===== config.mk =====
export PLATFORM = sky130hd
export DESIGN_NAME = fetch_group_former
export DESIGN_NICKNAME = d
export VERILOG_FILES = /design/src/rtl/fetch_group_former.sv
export SDC_FILE = /design/constraint.sdc
export NUM_CORES = 1
export LEC_CHECK = 0
export BUFFER_PORTS_ARGS = -buffer_cell sky130_fd_sc_hd__buf_2
export CAP_MARGIN = 20
export CORE_MARGIN = 4
export CORE_UTILIZATION = 50
export CTS_BUF_LIST = sky130_fd_sc_hd__clkbuf_4
export DETAILED_ROUTE_END_ITERATION = 10
export GPL_TIMING_DRIVEN = 0
export PLACE_DENSITY = 0.9
export SLEW_MARGIN = 25
export SYNTH_ARGS = -nofsm -noshare
export SYNTH_HDL_FRONTEND = slang
export SYNTH_SLANG_ARGS = --single-unit

===== constraint.sdc =====
create_clock -name clk -period 17.72 [get_ports clk]
set_input_delay 0.886 -clock clk [delete_from_list [all_inputs] [get_ports clk]]
set_output_delay 0.886 -clock clk [all_outputs]
set_load 0.02 [all_outputs]

===== src/rtl/fetch_group_former.sv =====
module fetch_group_former #(
  parameter int GROUP_MAX  = 8,
  parameter int LINE_SLOTS = 16,
  parameter int ADDR_W     = 32,
  parameter logic [31:0] RESET_ADDR = 32'h0000_1000
) (
  input  logic                         clk,
  input  logic                         rst_n,
  input  logic                         line_valid,
  input  logic [LINE_SLOTS-1:0]        slot_cond,
  input  logic [LINE_SLOTS-1:0]        slot_jump,
  input  logic [LINE_SLOTS-1:0]        slot_ret,
  input  logic                         pred_first,
  input  logic                         pred_second,
  input  logic [ADDR_W-1:0]            btb_target,
  input  logic [ADDR_W-1:0]            ras_top,
  input  logic                         q_full,
  output logic [ADDR_W-1:0]            fetch_addr,
  output logic                         grp_push,
  output logic [GROUP_MAX-1:0]         grp_mask,
  output logic [$clog2(GROUP_MAX+1)-1:0] grp_len,
  output logic [ADDR_W-1:0]            grp_next
);
  localparam int SLOT_W = $clog2(LINE_SLOTS);
  localparam int IDX_W  = SLOT_W + 1;
  localparam int LEN_W  = $clog2(GROUP_MAX + 1);

  logic [SLOT_W-1:0] start;
  logic [IDX_W-1:0]  idx;
  logic [SLOT_W-1:0] sl;
  logic              stop, seen_cond, to_ras, to_btb;

  assign start = fetch_addr[SLOT_W+1:2];

  always_comb begin
    grp_mask  = '0;
    grp_len   = '0;
    stop      = 1'b0;
    seen_cond = 1'b0;
    to_ras    = 1'b0;
    to_btb    = 1'b0;
    idx       = '0;
    sl        = '0;
    for (int k = 0; k < GROUP_MAX; k++) begin
      idx = IDX_W'(start) + IDX_W'(k);
      sl  = idx[SLOT_W-1:0];
      if (!stop && idx < IDX_W'(LINE_SLOTS)) begin
        grp_mask[k] = 1'b1;
        grp_len     = LEN_W'(k + 1);
        if (slot_ret[sl]) begin
          stop   = 1'b1;
          to_ras = 1'b1;
        end else if (slot_jump[sl]) begin
          stop   = 1'b1;
          to_btb = 1'b1;
        end else if (slot_cond[sl]) begin
          if (seen_cond ? pred_second : pred_first) begin
            stop   = 1'b1;
            to_btb = 1'b1;
          end else if (seen_cond) begin
            stop = 1'b1;
          end
          seen_cond = 1'b1;
        end
      end
    end
  end

  assign grp_next = to_ras ? ras_top :
                    to_btb ? btb_target :
                    fetch_addr + (ADDR_W'(grp_len) << 2);

  assign grp_push = rst_n && line_valid && !q_full;

  always_ff @(posedge clk) begin
    if (!rst_n)        fetch_addr <= RESET_ADDR[ADDR_W-1:0];
    else if (grp_push) fetch_addr <= grp_next;
  end
endmodule


=== After elaboration in Yosys (flattened, before gate mapping) ===
Cells that the tools add are included.

* Magnitude comparators: 16
* Multiplexer cells: 195
* Reductions and logical operators: 17
* $add $sub $neg: 8

{| class="wikitable"
|+ Operators with widths
! kind !! number
|-
| $mux W1 || 162
|-
| $bmux W1 S4 || 24
|-
| $mux W32 || 2
|-
| $lt A4 B5 Y1 const B || 9
|-
| $lt A5 B5 Y1 const B || 7
|-
| $add A32 B6 Y32 || 1
|-
| $mux W4 || 6
|-
| $add A4 B3 Y5 const B || 4
|-
| $add A4 B2 Y5 const B || 2
|-
| $logic_and A1 B1 Y1 || 9
|-
| $logic_not A1 Y1 || 8
|-
| $add A4 B1 Y5 const B || 1
|-
| $mux W2 || 1
|}

* Logic and storage cells: 237
* Input bits: 118
* Register bits after elaboration: 32
* Output and inout port bits: 77

=== Longest topological paths before layout ===
Gate-level depths: netlist (run 1).

* Depth after elaboration: 48
* Depth in mapped cells: 31
* Gate-level depth less buffers: 25

=== Worst setup path before layout (run 1) ===
Ideal clock, no wire load.

* Path type: register to output
* Start: register fetch_addr[3]
* End: output port grp_next[27]
* Cell stages (with the launch flop): 30
* Required time: 16.834 ns
* Arrival: 7.272 ns
* Path buffers: 7
* Slack: 9.562 ns
* Cells stage by stage: dfxtp_1 -> buf_2 -> buf_2 -> buf_2 -> buf_2 -> inv_1 -> ha_1 -> buf_2 -> buf_6 -> clkbuf_1 -> mux4_2 -> mux4_2 -> nor2_1 -> nand4b_1 -> a21oi_1 -> o21a_1 -> nor4b_4 -> nor3_1 -> nor2_1 -> ha_1 -> a21o_1 -> a21oi_1 -> nor2b_1 -> o21ai_1 -> nor3_1 -> and2_1 -> nand4_1 -> xnor2_1 -> mux2i_1 -> o21ai_1

* Word-level cells in the longest chain between the ends: 48
* Elaborated cells between the ends (all ways): 216
* Those cells by class: add/sub: 8; order compare: 8; mux: 186; reduce/logical: 14

{| class="wikitable"
|+ RTL lines
! item !! line !! source
|-
| start, declared || 18 || <nowiki>output logic [ADDR_W-1:0] fetch_addr,</nowiki>
|-
| start signal, assigned || 76 || <nowiki>if (!rst_n) fetch_addr <= RESET_ADDR[ADDR_W-1:0];</nowiki>
|-
| start signal, assigned || 77 || <nowiki>else if (grp_push) fetch_addr <= grp_next;</nowiki>
|-
| $bmux W1 S4 || 56 || <nowiki>end else if (slot_cond[sl]) begin</nowiki>
|-
| $mux W1 (implied by the code) || 56 ||
|-
| $mux W1 || 56 ||
|-
| $mux W1 || 53 || <nowiki>end else if (slot_jump[sl]) begin</nowiki>
|-
| $mux W1 || 50 || <nowiki>if (slot_ret[sl]) begin</nowiki>
|-
| $mux W1 || 47 || <nowiki>if (!stop && idx < IDX_W'(LINE_SLOTS)) begin</nowiki>
|-
| $mux W1 (on tied branches) || 60, 57 ||
|-
| $mux W1 || 57 || <nowiki>if (seen_cond ? pred_second : pred_first) begin</nowiki>
|-
| [33 not listed] || - ||
|-
| $mux W1 || 47 ||
|-
| $logic_not A1 Y1 || 47 ||
|-
| $logic_and A1 B1 Y1 || 47 ||
|-
| $mux W4 * || 47 ||
|-
| named net grp_len[1] || 21 || <nowiki>output logic [$clog2(GROUP_MAX+1)-1:0] grp_len,</nowiki>
|-
| $add A32 B6 Y32 * || 71 || <nowiki>fetch_addr + (ADDR_W'(grp_len) << 2);</nowiki>
|-
| $mux W32 * || 70 || <nowiki>to_btb ? btb_target :</nowiki>
|-
| $mux W32 * || 69 || <nowiki>assign grp_next = to_ras ? ras_top :</nowiki>
|-
| end, declared || 22 || <nowiki>output logic [ADDR_W-1:0] grp_next</nowiki>
|}

The timed path passes the listed nets; every way through them passes the cells marked *. The select of a mux whose other input is x is not followed.

=== Worst setup path in the final report (run 1) ===
* Start: register fetch_addr[3]
* End: output port grp_next[27]

* Word-level cells in the longest chain between the ends: 48
* Elaborated cells between the ends (all ways): 216
* Those cells by class: add/sub: 8; order compare: 8; mux: 186; reduce/logical: 14

{| class="wikitable"
|+ RTL lines
! item !! line
|-
| $bmux W1 S4 || 56
|-
| $mux W1 (implied by the code) || 56
|-
| $mux W1 || 56
|-
| $mux W1 || 53
|-
| $mux W1 || 50
|-
| $mux W1 || 47
|-
| $mux W1 (on tied branches) || 60, 57
|-
| $mux W1 || 57
|-
| [32 not listed] || -
|-
| $mux W1 || 50
|-
| $mux W1 || 47
|-
| $logic_not A1 Y1 || 47
|-
| $logic_and A1 B1 Y1 || 47
|-
| $mux W4 || 47
|-
| $add A32 B6 Y32 || 71
|-
| $mux W32 || 70
|-
| $mux W32 * || 69
|}

Every way passes the cells marked *; elsewhere a longest branch is shown, timed or not. The select of a mux whose other input is x is not followed.

==> results of run 1 <==
-- cell families after synthesis --
| family | count (synthesis) |
|---|---|
| mux | 104 |
| compound gates | 165 |
| xor+xnor | 37 |
| fa+ha+maj | 14 |
| flops | 32 |
| simple gates | 231 |
| buf+inv | 74 |
| other cells | 1 |
-- cell type report --
type | instances | share of cell area (%)
plain buffers | 53 | 4.368
diodes | 1 | 0.03580
flip-flops and latches | 32 | 9.166
well taps | 140 | 2.506
multi-input cells | 552 | 67.83
clock inverters | 3 | 0.6087
inverters | 21 | 1.128
clock buffers | 5 | 0.5371
repair buffers | 193 | 13.82
-- cell usage in the layout, fill, tap and decap left out, drive strengths merged, types with 21 or more instances in the layout --
cell | synthesis | final
dfxtp | 32 | 32
nand3 | 39 | 39
inv | 21 | 21
and3 | 25 | 25
clkbuf | 27 | 32
buf | 26 | 219
a41oi | 21 | 21
nor2 | 28 | 28
mux4 | 63 | 63
xnor2 | 25 | 25
mux2i | 36 | 36
nand2 | 72 | 72
o21ai | 61 | 61
-- worst reg2reg max path: cells and delay by family (launching register included) --
| kind | cells | cell delay [ps] |
|---|---|---|
| multiplexers | 3 | 1180 |
| XOR/XNOR | 1 | 80 |
| adder cells (fa/ha/maj) | 2 | 600 |
| AO/OA/AOI/OAI | 7 | 1900 |
| flip-flops | 1 | 570 |
| AND/OR/NAND/NOR | 8 | 1730 |
| buffers and inverters | 9 | 2680 |
-- power breakdown --
part	total (W)	internal [W]	switching, W
clock	0.0000597	0.0000294	0.0000302
sequential	0.000122	0.0000918	0.0000305
combinational	0.00130	0.000507	0.000788
-- how the worst max path moves through the flow --
| stage | start | endpoint | slack (ps) | depth (start not counted) |
|---|---|---|---|---|
| final | fetch_addr[3] | grp_next[27] | 7560 | 31 |
| after global routing | fetch_addr[3] | grp_next[29] | 7100 | 31 |
| after CTS | fetch_addr[3] | grp_next[31] | 7840 | 31 |
| after detailed placement | fetch_addr[3] | grp_next[31] | 8270 | 31 |
| after global placement | fetch_addr[3] | grp_next[31] | 8350 | 31 |
| after floorplan | fetch_addr[3] | grp_next[27] | 9560 | 29 |
-- layer usage --
layer	track usage [%]	vias up	share of wire, %
met5	0	-	0
met4	9.468	0	3.2
met3	8.632	82	13
met2	52.20	561	47
met1	41.54	3285	36
li1	-	2985	-
-- through the flow --
stage          instance area, um2  power, W  setup WS, ps
2_1_floorplan                5766  0.001047          9562
3_3_place_gp                 6907  0.001367          8348
3_5_place_dp                 6907  0.001381          8274
4_1_cts                      6987  0.001444          7838
5_1_grt                      6989  0.001563          7097
6_report                     6989  0.001478          7562
==> results.sh, run 1 <==
export IMPL_critical_path_max_fanout=10
export IMPL_num_nets_final=990
export IMPL_cts_hold_buffers=0
export IMPL_clock_latency_late_sink_ps=350
export IMPL_vdd_drop_max_uv=166.5
export IMPL_worstPathRequired_ps=16830
export IMPL_power_static_leakage_nw=3.024
export IMPL_cts_buffers_inserted=5
export IMPL_dieWidth_um=115.4
export IMPL_async_reset_ff_share_pct=0
export IMPL_max_cap_violations=0
export IMPL_fin_cells=1000
export IMPL_path_delay_family="buffers and inverters"
export IMPL_antenna_found_initial=1
export IMPL_period_minus_slack_ps=10160
export IMPL_area_fraction_in_compound_gates_after_synthesis_pct=20.64
export IMPL_boundaryPins=195
export IMPL_timing_setup_tns_ps=0
export IMPL_ys_warnings_count=0
export IMPL_path_common_cell="sky130_fd_sc_hd__buf_2"
export IMPL_largest_register_ff_count=32
export IMPL_via_per_inst=6.913
export IMPL_worst_hold_path_num_cells=2
export IMPL_worst_path_largest_cell_delay_ps=660
export IMPL_syn_area_per_cell_um2=8.762
export IMPL_clock_skew_ps=17.52
export IMPL_synth_simple_area_share_pct=20.90
export IMPL_fin_crit_sh_pct=57.33
export IMPL_core_area_um2=11080
export IMPL_drt_first_pass_iters=5
export IMPL_timing_setup_critical_path_class="reg -> out"
export IMPL_syn_instance_count=658
export IMPL_slew_limit_headroom_pct=43.49
export IMPL_synth_most_common_cell="sky130_fd_sc_hd__nand2_1"
export IMPL_crit_slowest_cell="sky130_fd_sc_hd__o21ai_1"
export IMPL_timing_hold_violations_final=0
export IMPL_final_setup_viol_count=0
export IMPL_post_route_util_pct=63.09
export IMPL_clock_root_buffer="sky130_fd_sc_hd__clkbuf_4"
export IMPL_timing_critical_path_arrival_ps=9270
export IMPL_area_growth_pct=21.22
export IMPL_synthDominantAreaCellType="sky130_fd_sc_hd__mux4_2"
export IMPL_yosys_area_share_adder_pct=3.168
export IMPL_cts_sinks=32
export IMPL_layout_top_registers="fetch_addr (32)"
export IMPL_finalMaxSlewViolations=0
export IMPL_syn_num_nets=790
export IMPL_netlist_area_before_placement_um2=5766
export IMPL_total_routing_usage_reported_by_global_routing_pct=31.93
export IMPL_area_occupied_by_multi_input_gates_um2=4741
export IMPL_hold_path_startpoint="fetch_addr[0]"
export IMPL_hold_path_end="fetch_addr[0]"
export IMPL_muxShareOfSynthArea_pct=31.84
export IMPL_postRouteAntennaNets=0
export IMPL_power_per_cell_area_nw_per_um2=211.5
export IMPL_reg2regPathDepth=30
export IMPL_seq_total_area_yosys_pct=11.11
export IMPL_unrepaired_setup_endpoints_after_global_routing="false"
export IMPL_wire_length_of_the_first_global_routing_pass_um=33740
export IMPL_grt_max_degree=12
export IMPL_gpl_final_weighted_congestion=1.061
export IMPL_drcViolationCount=0
export IMPL_worst_hold_class="reg -> reg"
export IMPL_ys_flop_type="sky130_fd_sc_hd__dfxtp_1"
export IMPL_synth_commonest_cells="sky130_fd_sc_hd__nand2_1, sky130_fd_sc_hd__mux4_2, sky130_fd_sc_hd__o21ai_1"
export IMPL_placed_cells=991
export IMPL_rows=38
export IMPL_clockBufferDepth=2
export IMPL_area_sequential_um2=640.6
export IMPL_cp_end_kind="output port"
export IMPL_post_cts_repair_setup_buffers=0
export IMPL_cts_clk_slew_worst_paths_ps=130
export IMPL_drt_iter0_drc=850
export IMPL_worst_r2r_endpoint="fetch_addr[27]"
export IMPL_place_port_buffers=193
export IMPL_buffer_and_inverter_count_on_the_worst_path=10
export IMPL_vias=6913
export IMPL_synth_top_family_by_area="multiplexers"
export IMPL_post_route_cells_drive_above_1_share_pct=36.09
export IMPL_fill_cells=957
export IMPL_outcome="finished clean"
export IMPL_clock_fmax_mhz=98.44
export IMPL_synth_enable_flop_cells=0
export IMPL_h_tree_depth=2
export IMPL_gr_total_overflow=0
export IMPL_cts_tree="yes"
export IMPL_die_height_um=115.4
export IMPL_wl_per_cell_um=22.09
export IMPL_grt_pass1_vias=6374
export IMPL_hold_ws_ps=519.2
export IMPL_timing_critical_path_from_type="flop"
export IMPL_drt_total_wl_um=22090
export IMPL_worst_r2r_startpoint="fetch_addr[3]"
export IMPL_post_cts_resize_count=0
export IMPL_place_hpwl_um=17810
export IMPL_synth_top_cells_by_area="sky130_fd_sc_hd__mux4_2, sky130_fd_sc_hd__dfxtp_1, sky130_fd_sc_hd__mux2i_1, sky130_fd_sc_hd__nand2_1, sky130_fd_sc_hd__o21ai_1"
export IMPL_postSynthRegisterBits=32
export IMPL_design_die_area_um2=13310
export IMPL_initial_core_util_pct=52.04
export IMPL_post_synth_num_cell_types=75
export IMPL_synth_top_cell_area_share_pct=24.61
export IMPL_xor_and_xnor_area_share_after_synthesis_pct=5.621
export IMPL_r2r_setup_slack_ps=8860
export IMPL_registers_top_by_ff_count="fetch_addr"
export IMPL_worst_pin_slew_ps=842.1
Note: power is estimated with default switching activity, not from simulation.
==> run 2: changes to the inputs <==
Clock period 17.72 ns to 9.94 ns, I/O delays scaled along.
==> run 2 against run 1 <==
  * Die area unchanged
  * First-iteration DRC count rose by 1.9%
  * Non-clock buffer count shrank 1
  * Cell count shrank 0.10%
  * Clock skew grew 1.5 ps
  * Wire length decreased by 1.0%
  * Utilization did not move
  * Global-route usage unchanged
  * Critical endpoint unchanged
  * Largest cell class unchanged
  * Largest power group unchanged
  * Highest routed layer unchanged
==> results.sh, run 2 (synthesis gave the netlist of run 1 again) <==
export IMPL_finalMaxSlewViolations=0
export IMPL_cts_hold_buffers=0
export IMPL_power_static_leakage_nw=3.023
export IMPL_core_area_um2=11080
export IMPL_post_cts_resize_count=0
export IMPL_post_cts_repair_setup_buffers=0
export IMPL_layout_top_registers="fetch_addr (32)"
export IMPL_hold_ws_ps=400.0
export IMPL_clock_fmax_mhz=108.1
export IMPL_clockBufferDepth=2
export IMPL_drt_first_pass_iters=6
export IMPL_critical_path_max_fanout=19
export IMPL_design_die_area_um2=13310
export IMPL_initial_core_util_pct=52.04
export IMPL_post_route_cells_drive_above_1_share_pct=36.25
export IMPL_timing_critical_path_from_type="flop"
export IMPL_clock_skew_ps=19.02
export IMPL_layout_cells_most_common="sky130_fd_sc_hd__buf_2"
export IMPL_area_sequential_um2=640.6
export IMPL_clock_latency_late_sink_ps=350
export IMPL_worst_hold_path_num_cells=3
export IMPL_drcViolationCount=0
export IMPL_cts_buffers_inserted=5
export IMPL_hold_path_startpoint="ras_top[24]"
export IMPL_final_setup_viol_count=0
export IMPL_dieWidth_um=115.4
export IMPL_area_occupied_by_multi_input_gates_um2=4745
export IMPL_worstPathRequired_ps=9440
export IMPL_cts_tree="yes"
export IMPL_place_hpwl_um=17810
export IMPL_layout_common_cells="sky130_fd_sc_hd__buf_2, sky130_fd_sc_hd__nand2_1, sky130_fd_sc_hd__mux4_2"
export IMPL_clock_root_buffer="sky130_fd_sc_hd__clkbuf_4"
export IMPL_power_per_cell_area_nw_per_um2=375.7
export IMPL_path_common_cell="sky130_fd_sc_hd__buf_2"
export IMPL_crit_slowest_cell="sky130_fd_sc_hd__mux4_2"
export IMPL_max_cap_violations=0
export IMPL_slew_limit_headroom_pct=49.43
export IMPL_worst_r2r_startpoint="fetch_addr[3]"
export IMPL_fill_cells=955
export IMPL_drt_iter0_drc=866
export IMPL_vias=6907
export IMPL_area_growth_pct=21.22
export IMPL_grt_pass1_vias=6374
export IMPL_timing_setup_tns_ps=0
export IMPL_cts_clk_slew_worst_paths_ps=140
export IMPL_antenna_found_initial=1
export IMPL_h_tree_depth=2
export IMPL_period_minus_slack_ps=9248
export IMPL_rows=38
export IMPL_num_nets_final=989
export IMPL_total_routing_usage_reported_by_global_routing_pct=31.93
export IMPL_finish_instance_area_um2=6989
export IMPL_worst_r2r_endpoint="fetch_addr[27]"
export IMPL_fin_crit_sh_pct=93.04
export IMPL_worst_path_largest_cell_delay_ps=600
export IMPL_outcome="finished clean"
export IMPL_timing_critical_path_arrival_ps=8750
export IMPL_gpl_final_weighted_congestion=1.061
export IMPL_die_height_um=115.4
export IMPL_via_per_inst=6.914
export IMPL_unrepaired_setup_endpoints_after_global_routing="false"
export IMPL_timing_hold_violations_final=0
export IMPL_reg2regPathDepth=30
export IMPL_hold_path_end="fetch_addr[24]"
export IMPL_grt_max_degree=12
export IMPL_boundaryPins=195
export IMPL_wl_per_cell_um=21.88
export IMPL_place_port_buffers=193
export IMPL_registers_top_by_ff_count="fetch_addr"
export IMPL_critPathLaunch="fetch_addr[3]"
export IMPL_largest_register_ff_count=32
export IMPL_cp_end_kind="output port"
export IMPL_postRouteAntennaNets=0
export IMPL_dpl_instance_area_um2=6907
export IMPL_gr_total_overflow=0
export IMPL_worst_hold_class="in -> reg"
export IMPL_wire_length_of_the_first_global_routing_pass_um=33740
export IMPL_worst_pin_slew_ps=756.0
export IMPL_drt_total_wl_um=21860
export IMPL_timing_setup_critical_path_class="reg -> out"
export IMPL_r2r_setup_slack_ps=1600
export IMPL_vdd_drop_max_uv=297.1
export IMPL_cts_sinks=32
run 2: changes by cell type in the layout (fill, tap and decap cells not counted), sizes merged:
cell,previous run,this run
clkbuf,32,31
run 2: power by group:
group          switching (W)  internal [W]
sequential         0.0000540      0.000164
clock              0.0000553     0.0000525
combinational        0.00140      0.000903
total                0.00151       0.00112
run 2: metrics by stage:
step                worst slack [ps]  power [W]  util [%]  instances
floorplan                       2171   0.001866         -        658
global placement               957.3   0.002437     62.34        991
detailed placement             883.2   0.002462     62.34        991
CTS                            447.4   0.002574     63.07        999
global route                   149.4   0.002784     63.09        999
finish                         692.1   0.002626     63.09        999
run 2: worst max-delay path, delay by kind of cell, from the launching register on:
| family | cells | cell delay [ps] |
|---|---|---|
| xor+xnor | 1 | 140 |
| fa+ha+maj | 2 | 600 |
| mux | 2 | 710 |
| flops | 1 | 540 |
| buf+inv | 9 | 2330 |
| simple gates | 7 | 1280 |
| compound gates | 10 | 2770 |
run 2: cell type report:
type | instances | share of cell area (%)
diodes | 1 | 0.03580
well taps | 140 | 2.506
multi-input cells | 552 | 67.88
clock inverters | 3 | 0.6087
repair buffers | 193 | 13.82
clock buffers | 5 | 0.5371
inverters | 21 | 1.128
flip-flops and latches | 32 | 9.166
plain buffers | 52 | 4.314
run 2: metal layers:
layer | GRT usage, % | share of wire (%) | up-vias
met5 | 0 | 0 | -
met4 | 9.468 | 3.6 | 0
met1 | 41.54 | 36 | 3265
li1 | - | - | 2987
met3 | 8.632 | 14 | 92
met2 | 52.20 | 47 | 563
run 2: how the worst max path moves through the flow:
stage	slack (ps)	end
3_3_place_gp	960	grp_next[31]
5_1_grt	150	grp_next[29]
4_1_cts	450	grp_next[31]
2_1_floorplan	2170	grp_next[27]
3_5_place_dp	880	grp_next[31]
6_report	690	grp_next[27]
==> run 3: changes to the inputs <==
Settings changed: CORE_ASPECT_RATIO from default to 0.6, CORE_UTILIZATION 50 to 40, PLACE_DENSITY 0.9 to 0.77.
==> run 3 against run 2 <==
  * Setup slack got worse by 53 ps
  * First-iteration DRC count decreased by 4.0%
  * Sequential share of layout area decreased by 0.088 points
  * Total power increased by 2.6%
  * Register-to-register slack about the same
  * Utilization decreased by 12 points
  * Critical endpoint is now grp_next[29]
  * Largest cell class unchanged
==> results.sh, run 3 (synthesis gave the netlist of run 1 again) <==
export IMPL_outcome="finished clean"
export IMPL_busiest_layer="met1"
export IMPL_post_cts_resize_count=0
export IMPL_cp_end_kind="output port"
export IMPL_cts_tree="yes"
export IMPL_core_area_um2=13870
export IMPL_wl_per_cell_um=22.46
export IMPL_via_per_inst=6.441
export IMPL_critical_path_max_fanout=10
export IMPL_grt_pass1_vias=6325
export IMPL_layout_cells_most_common="sky130_fd_sc_hd__buf_2"
export IMPL_timing_setup_critical_path_class="reg -> out"
export IMPL_vias=6770
export IMPL_layout_setup_ws_ps=638.8
export IMPL_grt_util_met1_pct=41.18
export IMPL_post_cts_repair_setup_buffers=0
export IMPL_registers_top_by_ff_count="fetch_addr"
export IMPL_num_nets_final=990
export IMPL_worstPathRequired_ps=9440
export IMPL_clockBufferDepth=2
export IMPL_dieWidth_um=163.0
export IMPL_clock_latency_late_sink_ps=370
export IMPL_worst_pin_slew_ps=862.3
export IMPL_clock_fmax_mhz=107.5
export IMPL_timing_critical_path_from_type="flop"
export IMPL_dp_worst_setup_slack_ps=793.4
export IMPL_area_occupied_by_multi_input_gates_um2=4745
export IMPL_cts_clk_slew_worst_paths_ps=130
export IMPL_design_die_area_um2=16460
export IMPL_buffer_and_inverter_count_on_the_worst_path=10
export IMPL_rows=33
export IMPL_seqPwrFrac_pct=8.2
export IMPL_wire_length_of_the_first_global_routing_pass_um=36110
export IMPL_h_tree_depth=2
export IMPL_area_sequential_um2=640.6
export IMPL_comb_power_share_pct=87.8
export IMPL_finish_instance_area_um2=7057
export IMPL_crit_slowest_cell="sky130_fd_sc_hd__dfxtp_1"
export IMPL_die_height_um=101.0
export IMPL_power_per_cell_area_nw_per_um2=381.7
export IMPL_slew_limit_headroom_pct=42.51
export IMPL_worst_hold_class="in -> reg"
export IMPL_timing_hold_violations_final=0
export IMPL_clock_skew_ps=19.42
export IMPL_path_common_cell="sky130_fd_sc_hd__buf_2"
export IMPL_clockPowerShare_pct=4.0
export IMPL_unrepaired_setup_endpoints_after_global_routing="false"
export IMPL_period_minus_slack_ps=9301
export IMPL_place_hpwl_um=19460
export IMPL_boundaryPins=195
export IMPL_worst_hold_path_num_cells=3
export IMPL_layout_common_cells="sky130_fd_sc_hd__buf_2, sky130_fd_sc_hd__nand2_1, sky130_fd_sc_hd__mux4_2"
export IMPL_cts_sinks=32
export IMPL_power_static_leakage_nw=3.028
export IMPL_drt_total_wl_um=23600
export IMPL_post_route_util_pct=50.87
export IMPL_cts_buffers_inserted=5
export IMPL_path_delay_family="buffers and inverters"
export IMPL_gpl_final_weighted_congestion=1.017
export IMPL_cts_hold_buffers=0
export IMPL_area_growth_pct=22.40
export IMPL_fill_cells=1364
export IMPL_dpl_instance_area_um2=6972
export IMPL_reg2regPathDepth=30
export IMPL_vdd_drop_max_uv=224.4
export IMPL_worst_path_largest_cell_delay_ps=570
export IMPL_finalMaxSlewViolations=0
export IMPL_drt_iter0_drc=831
export IMPL_layout_top_registers="fetch_addr (32)"
export IMPL_timing_setup_tns_ps=0
export IMPL_place_port_buffers=193
export IMPL_post_route_cells_drive_above_1_share_pct=36.32
export IMPL_swShare_pct=58.36
export IMPL_drcViolationCount=0
export IMPL_antenna_diode_count=0
export IMPL_total_routing_usage_reported_by_global_routing_pct=27.95
export IMPL_drt_first_pass_iters=5
export IMPL_p_sw_w=0.001572
export IMPL_max_cap_violations=0
export IMPL_postRouteAntennaNets=0
export IMPL_global_route_usage_met3_pct=12.79
export IMPL_initial_core_util_pct=41.56
export IMPL_fin_crit_sh_pct=93.57
export IMPL_gr_usage_met2_pct=37.64
export IMPL_internal_power_w=0.001122
export IMPL_largest_register_ff_count=32
export IMPL_grt_max_degree=12
export IMPL_antenna_found_initial=2
export IMPL_gr_total_overflow=0
export IMPL_placed_cells=1043
export IMPL_clock_root_buffer="sky130_fd_sc_hd__clkbuf_4"
export IMPL_fin_cells=1051
export IMPL_critical_path_depth=31
export IMPL_final_setup_viol_count=0
export IMPL_timing_critical_path_arrival_ps=8800
[run 3: changes by cell type in the layout (fill, tap and decap cells not counted), sizes merged]
cell,change
clkbuf,+1
diode,-1
[run 3: path summary, 6_finish.rpt]
path                                    start        endpoint  slack, ps
worst min register to register  fetch_addr[0]   fetch_addr[0]        510
worst min-delay path              ras_top[15]  fetch_addr[15]        380
worst max-delay path            fetch_addr[3]    grp_next[29]        640
worst max register to register  fetch_addr[3]  fetch_addr[27]       1600
[run 3: per-layer routing]
layer,part of all wire (%),vias to the layer above,wire length (um)
li1,-,3006,-
met1,42,3181,9988
met2,40,542,9361
met3,16,35,3886
met4,1.2,6,272
met5,0.39,-,93
[run 3: final cells by class]
cell class	count	area share (%)
Multi-Input combinational cell	552	67.23
Timing Repair Buffer	193	13.69
Sequential cell	32	9.078
Buffer	53	4.344
Tap cell	192	3.404
Inverter	21	1.117
Clock inverter	3	0.6028
Clock buffer	5	0.5319
[run 3: per-stage QoR]
step                power (W)  hold slack (ps)
finish               0.002694            384.5
detailed placement   0.002515            500.0
global placement     0.002499            493.0
floorplan            0.001866            572.8
CTS                  0.002630            386.7
global route         0.002854            392.5
[run 3: power groups by stage]
stage	logic, W	registers, W	clock network [W]
2_1_floorplan	0.00162	0.000247	0
3_3_place_gp	0.00228	0.000218	0
3_5_place_dp	0.00230	0.000219	0
4_1_cts	0.00231	0.000216	0.000107
5_1_grt	0.00252	0.000223	0.000113
6_report	0.00237	0.000220	0.000108
[run 3: tightest hold or removal path: cells and delay by family]
family | cells | cell delay, ps
AO/OA/AOI/OAI | 2 | 140
buffers and inverters | 1 | 90
